## src/rtl/dtmf_cls_pkg.sv

```systemverilog
package dtmf_cls_pkg;

   localparam int NTONE = 4;
   localparam int IDXW  = 2;
   localparam int CODEW = 4;

   // nominal tone frequency in Hz; grp 0 = low band, grp 1 = high band
   function automatic int nominal_hz(int grp, int idx);
      int f;
      f = 0;
      if (grp == 0) begin
         case (idx)
            0: f = 697;
            1: f = 770;
            2: f = 852;
            default: f = 941;
         endcase
      end else begin
         case (idx)
            0: f = 1209;
            1: f = 1336;
            2: f = 1477;
            default: f = 1633;
         endcase
      end
      return f;
   endfunction

   // smallest accepted sum of nper periods (tone faster by tol permille)
   function automatic longint win_lo(longint clk_hz, int nper, int tol, int f);
      return (longint'(nper) * clk_hz * 64'd1000) / (longint'(f) * longint'(1000 + tol));
   endfunction

   // largest accepted sum of nper periods (tone slower by tol permille)
   function automatic longint win_hi(longint clk_hz, int nper, int tol, int f);
      return (longint'(nper) * clk_hz * 64'd1000) / (longint'(f) * longint'(1000 - tol));
   endfunction

   // silence timeout: two periods of the slowest tone of the band
   function automatic int tmo_cycles(longint clk_hz, int grp);
      return int'((64'd2 * clk_hz) / longint'(nominal_hz(grp, 0)));
   endfunction

   // row index r (low band), column index c (high band) to pair code
   function automatic logic [CODEW-1:0] pair_code(logic [IDXW-1:0] r, logic [IDXW-1:0] c);
      logic [CODEW-1:0] v;
      if (c == 2'd3) begin
         v = (r == 2'd3) ? 4'd0 : 4'(13 + int'(r));
      end else if (r != 2'd3) begin
         v = 4'(3 * int'(r) + int'(c) + 1);
      end else begin
         case (c)
            2'd0:    v = 4'd11;
            2'd1:    v = 4'd10;
            default: v = 4'd12;
         endcase
      end
      return v;
   endfunction

endpackage

```

## src/rtl/dtmf_sq_sync.sv

```systemverilog
module dtmf_sq_sync #(
   parameter int STAGES = 2
) (
   input  logic clk,
   input  logic rst_n,
   input  logic sq_i,
   output logic rise_o
);
   logic [STAGES:0] pipe_q;

   always_ff @(posedge clk or negedge rst_n) begin
      if (!rst_n) pipe_q <= '0;
      else        pipe_q <= {pipe_q[STAGES-1:0], sq_i};
   end

   // rising edge seen between the last synchroniser stage and its follower
   assign rise_o = pipe_q[STAGES-1] & ~pipe_q[STAGES];

endmodule

```

## src/rtl/dtmf_period_meter.sv

```systemverilog
module dtmf_period_meter #(
   parameter int CW   = 14,
   parameter int SW   = 16,
   parameter int NPER = 4,
   parameter int TMO  = 12000
) (
   input  logic          clk,
   input  logic          rst_n,
   input  logic          rise_i,
   output logic [SW-1:0] sum_o,
   output logic          sum_vld_o,
   output logic          tmo_o
);
   localparam int NW = (NPER > 2) ? $clog2(NPER) : 1;

   logic          armed_q;
   logic [CW-1:0] cnt_q;
   logic [SW-1:0] acc_q;
   logic [NW-1:0] nper_q;

   always_ff @(posedge clk or negedge rst_n) begin
      if (!rst_n) begin
         armed_q   <= 1'b0;
         cnt_q     <= '0;
         acc_q     <= '0;
         nper_q    <= '0;
         sum_o     <= '0;
         sum_vld_o <= 1'b0;
         tmo_o     <= 1'b0;
      end else begin
         sum_vld_o <= 1'b0;
         tmo_o     <= 1'b0;
         if (rise_i) begin
            armed_q <= 1'b1;
            cnt_q   <= CW'(1);
            if (armed_q) begin
               if (nper_q == NW'(NPER - 1)) begin
                  sum_o     <= acc_q + SW'(cnt_q);
                  sum_vld_o <= 1'b1;
                  acc_q     <= '0;
                  nper_q    <= '0;
               end else begin
                  acc_q  <= acc_q + SW'(cnt_q);
                  nper_q <= nper_q + 1'b1;
               end
            end
         end else if (armed_q) begin
            if (cnt_q == CW'(TMO)) begin
               armed_q <= 1'b0;
               cnt_q   <= '0;
               acc_q   <= '0;
               nper_q  <= '0;
               tmo_o   <= 1'b1;
            end else begin
               cnt_q <= cnt_q + 1'b1;
            end
         end
      end
   end

endmodule

```

## src/rtl/dtmf_window_match.sv

```systemverilog
module dtmf_window_match
   import dtmf_cls_pkg::*;
#(
   parameter longint CLK_HZ = 4194304,
   parameter int     NPER   = 4,
   parameter int     TOL    = 25,
   parameter int     GRP    = 0,
   parameter int     SW     = 16
) (
   input  logic            clk,
   input  logic            rst_n,
   input  logic [SW-1:0]   sum_i,
   input  logic            sum_vld_i,
   input  logic            tmo_i,
   output logic            ok_o,
   output logic [IDXW-1:0] idx_o
);
   logic [NTONE-1:0] hit;
   logic [IDXW-1:0]  enc;

   for (genvar t = 0; t < NTONE; t++) begin : g_win
      localparam logic [SW-1:0] W_LO = SW'(win_lo(CLK_HZ, NPER, TOL, nominal_hz(GRP, t)));
      localparam logic [SW-1:0] W_HI = SW'(win_hi(CLK_HZ, NPER, TOL, nominal_hz(GRP, t)));
      assign hit[t] = (sum_i >= W_LO) && (sum_i <= W_HI);
   end

   always_comb begin
      enc = '0;
      for (int t = 0; t < NTONE; t++) begin
         if (hit[t]) enc = IDXW'(t);
      end
   end

   always_ff @(posedge clk or negedge rst_n) begin
      if (!rst_n) begin
         ok_o  <= 1'b0;
         idx_o <= '0;
      end else if (tmo_i) begin
         ok_o <= 1'b0;
      end else if (sum_vld_i) begin
         ok_o  <= ($countones(hit) == 1);
         idx_o <= enc;
      end
   end

endmodule

```

## src/rtl/dtmf_steer.sv

```systemverilog
module dtmf_steer
   import dtmf_cls_pkg::*;
(
   input  logic             clk,
   input  logic             rst_n,
   input  logic             lo_ok_i,
   input  logic [IDXW-1:0]  lo_idx_i,
   input  logic             hi_ok_i,
   input  logic [IDXW-1:0]  hi_idx_i,
   output logic             steer_o,
   output logic [CODEW-1:0] code_o
);
   logic both;
   assign both = lo_ok_i & hi_ok_i;

   always_ff @(posedge clk or negedge rst_n) begin
      if (!rst_n) begin
         steer_o <= 1'b0;
         code_o  <= '0;
      end else begin
         steer_o <= both;
         if (both && !steer_o) code_o <= pair_code(lo_idx_i, hi_idx_i);
      end
   end

endmodule

```

## src/rtl/dtmf_tone_classifier.sv

```systemverilog
module dtmf_tone_classifier
   import dtmf_cls_pkg::*;
#(
   parameter longint CLK_HZ       = 4194304,
   parameter int     NPER         = 4,
   parameter int     TOL_PERMILLE = 25,
   parameter int     SYNC_STAGES  = 2
) (
   input  logic             clk,
   input  logic             rst_n,
   input  logic             lo_sq_i,
   input  logic             hi_sq_i,
   output logic             steer_o,
   output logic [CODEW-1:0] code_o
);
   localparam int TMO_MAX = tmo_cycles(CLK_HZ, 0);
   localparam int CW      = $clog2(TMO_MAX + 1);
   localparam int SW      = CW + $clog2(NPER) + 1;

   if (NPER < 2 || NPER > 16) begin : g_bad_nper
      $error("NPER must lie in 2..16");
   end
   if (TOL_PERMILLE < 20 || TOL_PERMILLE > 33) begin : g_bad_tol
      $error("TOL_PERMILLE must lie in 20..33");
   end
   if (SYNC_STAGES < 2) begin : g_bad_sync
      $error("SYNC_STAGES must be at least 2");
   end
   if (CLK_HZ < 64'd100000) begin : g_bad_clk
      $error("CLK_HZ too low for period counting");
   end

   logic [1:0]          sq;
   logic [1:0]          rise;
   logic [1:0][SW-1:0]  sum;
   logic [1:0]          sum_vld;
   logic [1:0]          tmo;
   logic [1:0]          grp_ok;
   logic [1:0][IDXW-1:0] grp_idx;

   assign sq = {hi_sq_i, lo_sq_i};

   for (genvar g = 0; g < 2; g++) begin : g_band
      localparam int TMO_G = tmo_cycles(CLK_HZ, g);

      dtmf_sq_sync #(.STAGES(SYNC_STAGES)) u_sync (
         .clk    (clk),
         .rst_n  (rst_n),
         .sq_i   (sq[g]),
         .rise_o (rise[g])
      );

      dtmf_period_meter #(.CW(CW), .SW(SW), .NPER(NPER), .TMO(TMO_G)) u_meter (
         .clk       (clk),
         .rst_n     (rst_n),
         .rise_i    (rise[g]),
         .sum_o     (sum[g]),
         .sum_vld_o (sum_vld[g]),
         .tmo_o     (tmo[g])
      );

      dtmf_window_match #(
         .CLK_HZ (CLK_HZ),
         .NPER   (NPER),
         .TOL    (TOL_PERMILLE),
         .GRP    (g),
         .SW     (SW)
      ) u_match (
         .clk       (clk),
         .rst_n     (rst_n),
         .sum_i     (sum[g]),
         .sum_vld_i (sum_vld[g]),
         .tmo_i     (tmo[g]),
         .ok_o      (grp_ok[g]),
         .idx_o     (grp_idx[g])
      );
   end

   dtmf_steer u_steer (
      .clk      (clk),
      .rst_n    (rst_n),
      .lo_ok_i  (grp_ok[0]),
      .lo_idx_i (grp_idx[0]),
      .hi_ok_i  (grp_ok[1]),
      .hi_idx_i (grp_idx[1]),
      .steer_o  (steer_o),
      .code_o   (code_o)
   );

endmodule

```

## config.mk

```make
export PLATFORM = sky130hd
export DESIGN_NAME = dtmf_tone_classifier
export DESIGN_NICKNAME = d
export VERILOG_FILES = /design/src/rtl/dtmf_cls_pkg.sv /design/src/rtl/dtmf_sq_sync.sv /design/src/rtl/dtmf_period_meter.sv /design/src/rtl/dtmf_window_match.sv /design/src/rtl/dtmf_steer.sv /design/src/rtl/dtmf_tone_classifier.sv
export SDC_FILE = /design/constraint.sdc
export NUM_CORES = 1
export LEC_CHECK = 0
export CAP_MARGIN = 40
export CORE_UTILIZATION = 64
export CTS_BUF_LIST = sky130_fd_sc_hd__clkbuf_4 sky130_fd_sc_hd__clkbuf_8 sky130_fd_sc_hd__clkbuf_16
export DETAILED_ROUTE_END_ITERATION = 16
export PLACE_DENSITY_LB_ADDON = 0.12
export SETUP_SLACK_MARGIN = 0.4
export SYNTH_ARGS = -nofsm -noshare
export SYNTH_HDL_FRONTEND = slang
export SYNTH_HIERARCHICAL = 1
export SYNTH_SLANG_ARGS = --single-unit
```

## constraint.sdc

```tcl
create_clock -name clk -period 3.9 [get_ports clk]
set_input_delay 0.39 -clock clk [delete_from_list [all_inputs] [get_ports clk]]
set_output_delay 0.39 -clock clk [all_outputs]
set_load 0.02 [all_outputs]
```

==> impl_metrics.py <==
metrics = {
    "routing": {
        "drt_pass1_iterations": 5,
        "ant_nets": 0,
        "total_wirelength_of_the_detailed_routed_design_um": 18000,
        "detailedRoute.firstIterationViolations": 611,
        "avgViaCountPerCell": 6.26,
        "drc": 0,
        "avgRoutedWirePerCell_um": 16.9,
        "routed-via-count": 6691,
    },
    "placement": {
        "finalWeightedCongestion": 0.911,
        "numPlacedInstances": 1035,
        "half_perimeter_wire_length_of_the_detailed_placement_result_um": 13200,
        "postPlaceCellArea_um2": 8040,
        "place.port_buffers": 8,
        "pre_cts_slack_ns": 0.806,
    },
    "worst_setup_path": {
        "reg2reg_from": "g_band[0].u_meter/sum_o[13]",
        "cp-start-kind": "flip-flop",
        "reg2reg_path_depth": 11,
        "criticalPathCategory": "flip-flop to flip-flop",
        "crit_arrival_ns": 3.43,
        "worstReg2RegEnd": "g_band[0].u_match/ok_o",
        "critPathMaxFanout": 9,
        "reg2reg_setup_slack_ns": 0.81,
        "last_element_of_the_critical_path": "g_band[0].u_match/ok_o",
        "cp_data_required_time_ns": 4.24,
        "worst_setup_path_end_kind": "flip-flop",
        "critPathLaunch": "g_band[0].u_meter/sum_o[13]",
    },
    "grt": {
        "grt-ovfl-total": 0,
        "first_global_vias": 6191,
        "grt_first_pass_wirelength_um": 30400,
        "groute.usage.overall": 0.301,
        "initial_antenna_violation_count": 0,
        "grt_start_max_net_pins": 49,
    },
    "synth": {
        "avgSynthCellArea_um2": 8.86,
        "postSynthCellCount": 895,
        "synth_top_area_cell": "dfrtp_1",
        "yosys_register_bits": 123,
        "yosys.cell_types.count": 86,
        "synthFlopType": "dfrtp_1",
        "synth_area_um2": 7930,
        "mappedNetlistNets": 946,
        "netlist_top_cells_area": "dfrtp_1 39%, ha_1 6.5%, o21ai_0 5.6%, nand2_1 5.4%, nor2_1 3.5%",
        "synth_top_area_share": 0.388,
        "synth-edff-count": 0,
        "seq_area_frac_synth": 0.388,
        "synth-warning-count": 6,
        "share_of_synthesized_flip_flops_with_an_asynchronous_set_or_reset": 1.00,
    },
    "clock_network": {
        "cts.path.max_buffers": 2,
        "clkSlewWorstSetupHoldPaths_ns": 0.05,
        "clock_latency_ns": 0.42,
        "clock-sinks": 123,
        "cts_inserted_buffers": 17,
        "h_tree_level_count": 4,
        "cts-root-buf": "clkbuf_16",
        "number_of_resized_instances_in_the_post_cts_repair_step": 0,
        "cts_tree": "yes",
    },
    "job": {
        "drv.max_cap_violation_count": 0,
    },
    "final_layout": {
        "stdcell_area_um2": 8660,
        "layout.cells.most_common": "dfrtp_1",
        "final_layout_size_suffix_gt1_frac": 0.0756,
        "num-nets-final": 938,
        "layout.cells.most_common_list": "123 x dfrtp_1, 115 x nand2_1, 89 x o21ai_0",
        "antennaDiodeCount": 0,
        "areaGrowthSynthToFinish_pct": 9.18,
        "instances_no_fill": 1068,
    },
    "status": {
        "run_status": "completed",
    },
    "die": {
        "io-pin-count": 9,
        "floorplan.rows": 40,
        "floorplan.initialDensity": 0.658,
        "die_area_um2": 12800,
        "die-width_um": 113,
        "die_height_um": 113,
        "total_core_area_um2": 12100,
    },
    "timing": {
        "min_period_ns": 3.09,
        "grt_setup_unrepaired": "no",
        "finalHoldViolations": 0,
        "period_share": 0.792,
        "setup_ws_ns": 0.810,
        "report.final.slew_viol_count": 0,
        "worst_pin_slew_ns": 0.827,
        "final.setup.tns_ns": 0,
        "max_freq_mhz": 324,
        "slew-limit-headroom": 0.449,
        "setup_violations": 0,
        "worst_clock_skew_ns": 0.00639,
    },
    "pwr": {
        "peakVddDrop_uv": 407,
        "leakage_nw": 3.80,
        "power_density_nw_per_um2": 524,
    },
    "min_path": {
        "worst_hold_path_type": "flip-flop to flip-flop",
    },
}
## worst min path at each step
| stage | slack, ns | startpoint | cells after the start | endpoint |
|---|---|---|---|---|
| after detailed placement | 0.34 | g_band[0].u_sync/pipe_q[0] | 0 | g_band[0].u_sync/pipe_q[1] |
| final | 0.35 | g_band[1].u_sync/pipe_q[0] | 0 | g_band[1].u_sync/pipe_q[1] |
| after CTS | 0.36 | g_band[1].u_sync/pipe_q[0] | 0 | g_band[1].u_sync/pipe_q[1] |
| after floorplan | 0.09 | rst_n | 0 | g_band[0].u_match/idx_o[0] |
| after global placement | 0.34 | g_band[1].u_sync/pipe_q[0] | 0 | g_band[1].u_sync/pipe_q[1] |
| after global routing | 0.37 | g_band[0].u_sync/pipe_q[0] | 0 | g_band[0].u_sync/pipe_q[1] |
## what timing repair did
action | CTS | global route
hold buffers | 1 | 0
buffers inserted | 0 | 0
endpoints found under the hold margin | 33 | 0
## where the power goes
| group | internal [mW] | switching [mW] |
|---|---|---|
| Sequential | 1.46 | 0.291 |
| Combinational | 0.530 | 0.674 |
| Clock | 1.02 | 0.553 |
| Total | 3.02 | 1.52 |
## cells in the mapped netlist (10+ instances only)
cell      instances
xnor2_1          19
a21oi_1          47
nand2b_1         15
xor2_1           19
o21a_1           11
and3_1           10
nand4_1          17
nand3_1          27
inv_1            34
a31oi_1          12
ha_1             41
a211oi_1         12
nor2_1           74
dfrtp_1         123
o31ai_1          12
o21ai_0          89
nor3_1           18
clkbuf_1         31
nand2_1         115
## state kept, by name, summed over array words and instances, names as in the netlist
register,flops
g_band.u_meter/acc_q,34
g_band.u_sync/pipe_q,6
g_band.u_meter/nper_q,4
g_band.u_meter/sum_o,34
u_steer/code_o,4
g_band.u_meter/sum_vld_o,2
g_band.u_meter/armed_q,2
g_band.u_match/ok_o,2
u_steer/steer_o,1
g_band.u_meter/tmo_o,2
g_band.u_meter/cnt_q,28
g_band.u_match/idx_o,4
## layer usage
| metal | up-vias | GRT usage | part of all wire |
|---|---|---|---|
| met2 | 207 | 0.448 | 0.45 |
| met1 | 3201 | 0.448 | 0.48 |
| li1 | 3254 | - | - |
| met4 | 0 | 0.113 | 0.018 |
| met3 | 29 | 0.0445 | 0.053 |
| met5 | - | 0 | 0 |
## cells by family after synthesis
family,after synthesis,share of synthesized area
compound gates,260,0.213
flops,123,0.388
buf+inv,75,0.0431
xor+xnor,38,0.0420
mux,7,0.00931
simple gates,345,0.225
fa+ha+maj,47,0.0798
## through the flow
step | hold WS, ns | total power [mW] | util
finish | 0.354 | 4.53 | 0.718
global route | 0.373 | 4.81 | 0.718
CTS | 0.356 | 4.55 | 0.718
detailed placement | 0.336 | 2.96 | 0.667
global placement | 0.338 | 2.88 | 0.667
floorplan | 0.0944 | 2.64 | -
## cell type report
type / count / area (µm²)
clock buffers: 24 / 497
inverters: 34 / 128
well taps: 168 / 210
multi-input cells: 697 / 4510
flip-flops and latches: 123 / 3080
fillers: 909 / 3400
clock inverters: 8 / 110
repair buffers: 14 / 125
## worst max-delay path, stage by stage, from the launching register on
cell and delay (ns):
dfrtp_1 0.46, or4b_4 0.55, or3_1 0.38, a211oi_1 0.22
o22ai_1 0.12, inv_1 0.09, fa_1 0.42, ha_1 0.20
ha_1 0.27, nor2_1 0.10, nand3_1 0.08, a21oi_1 0.14
Power figures use the tool's default switching activity.
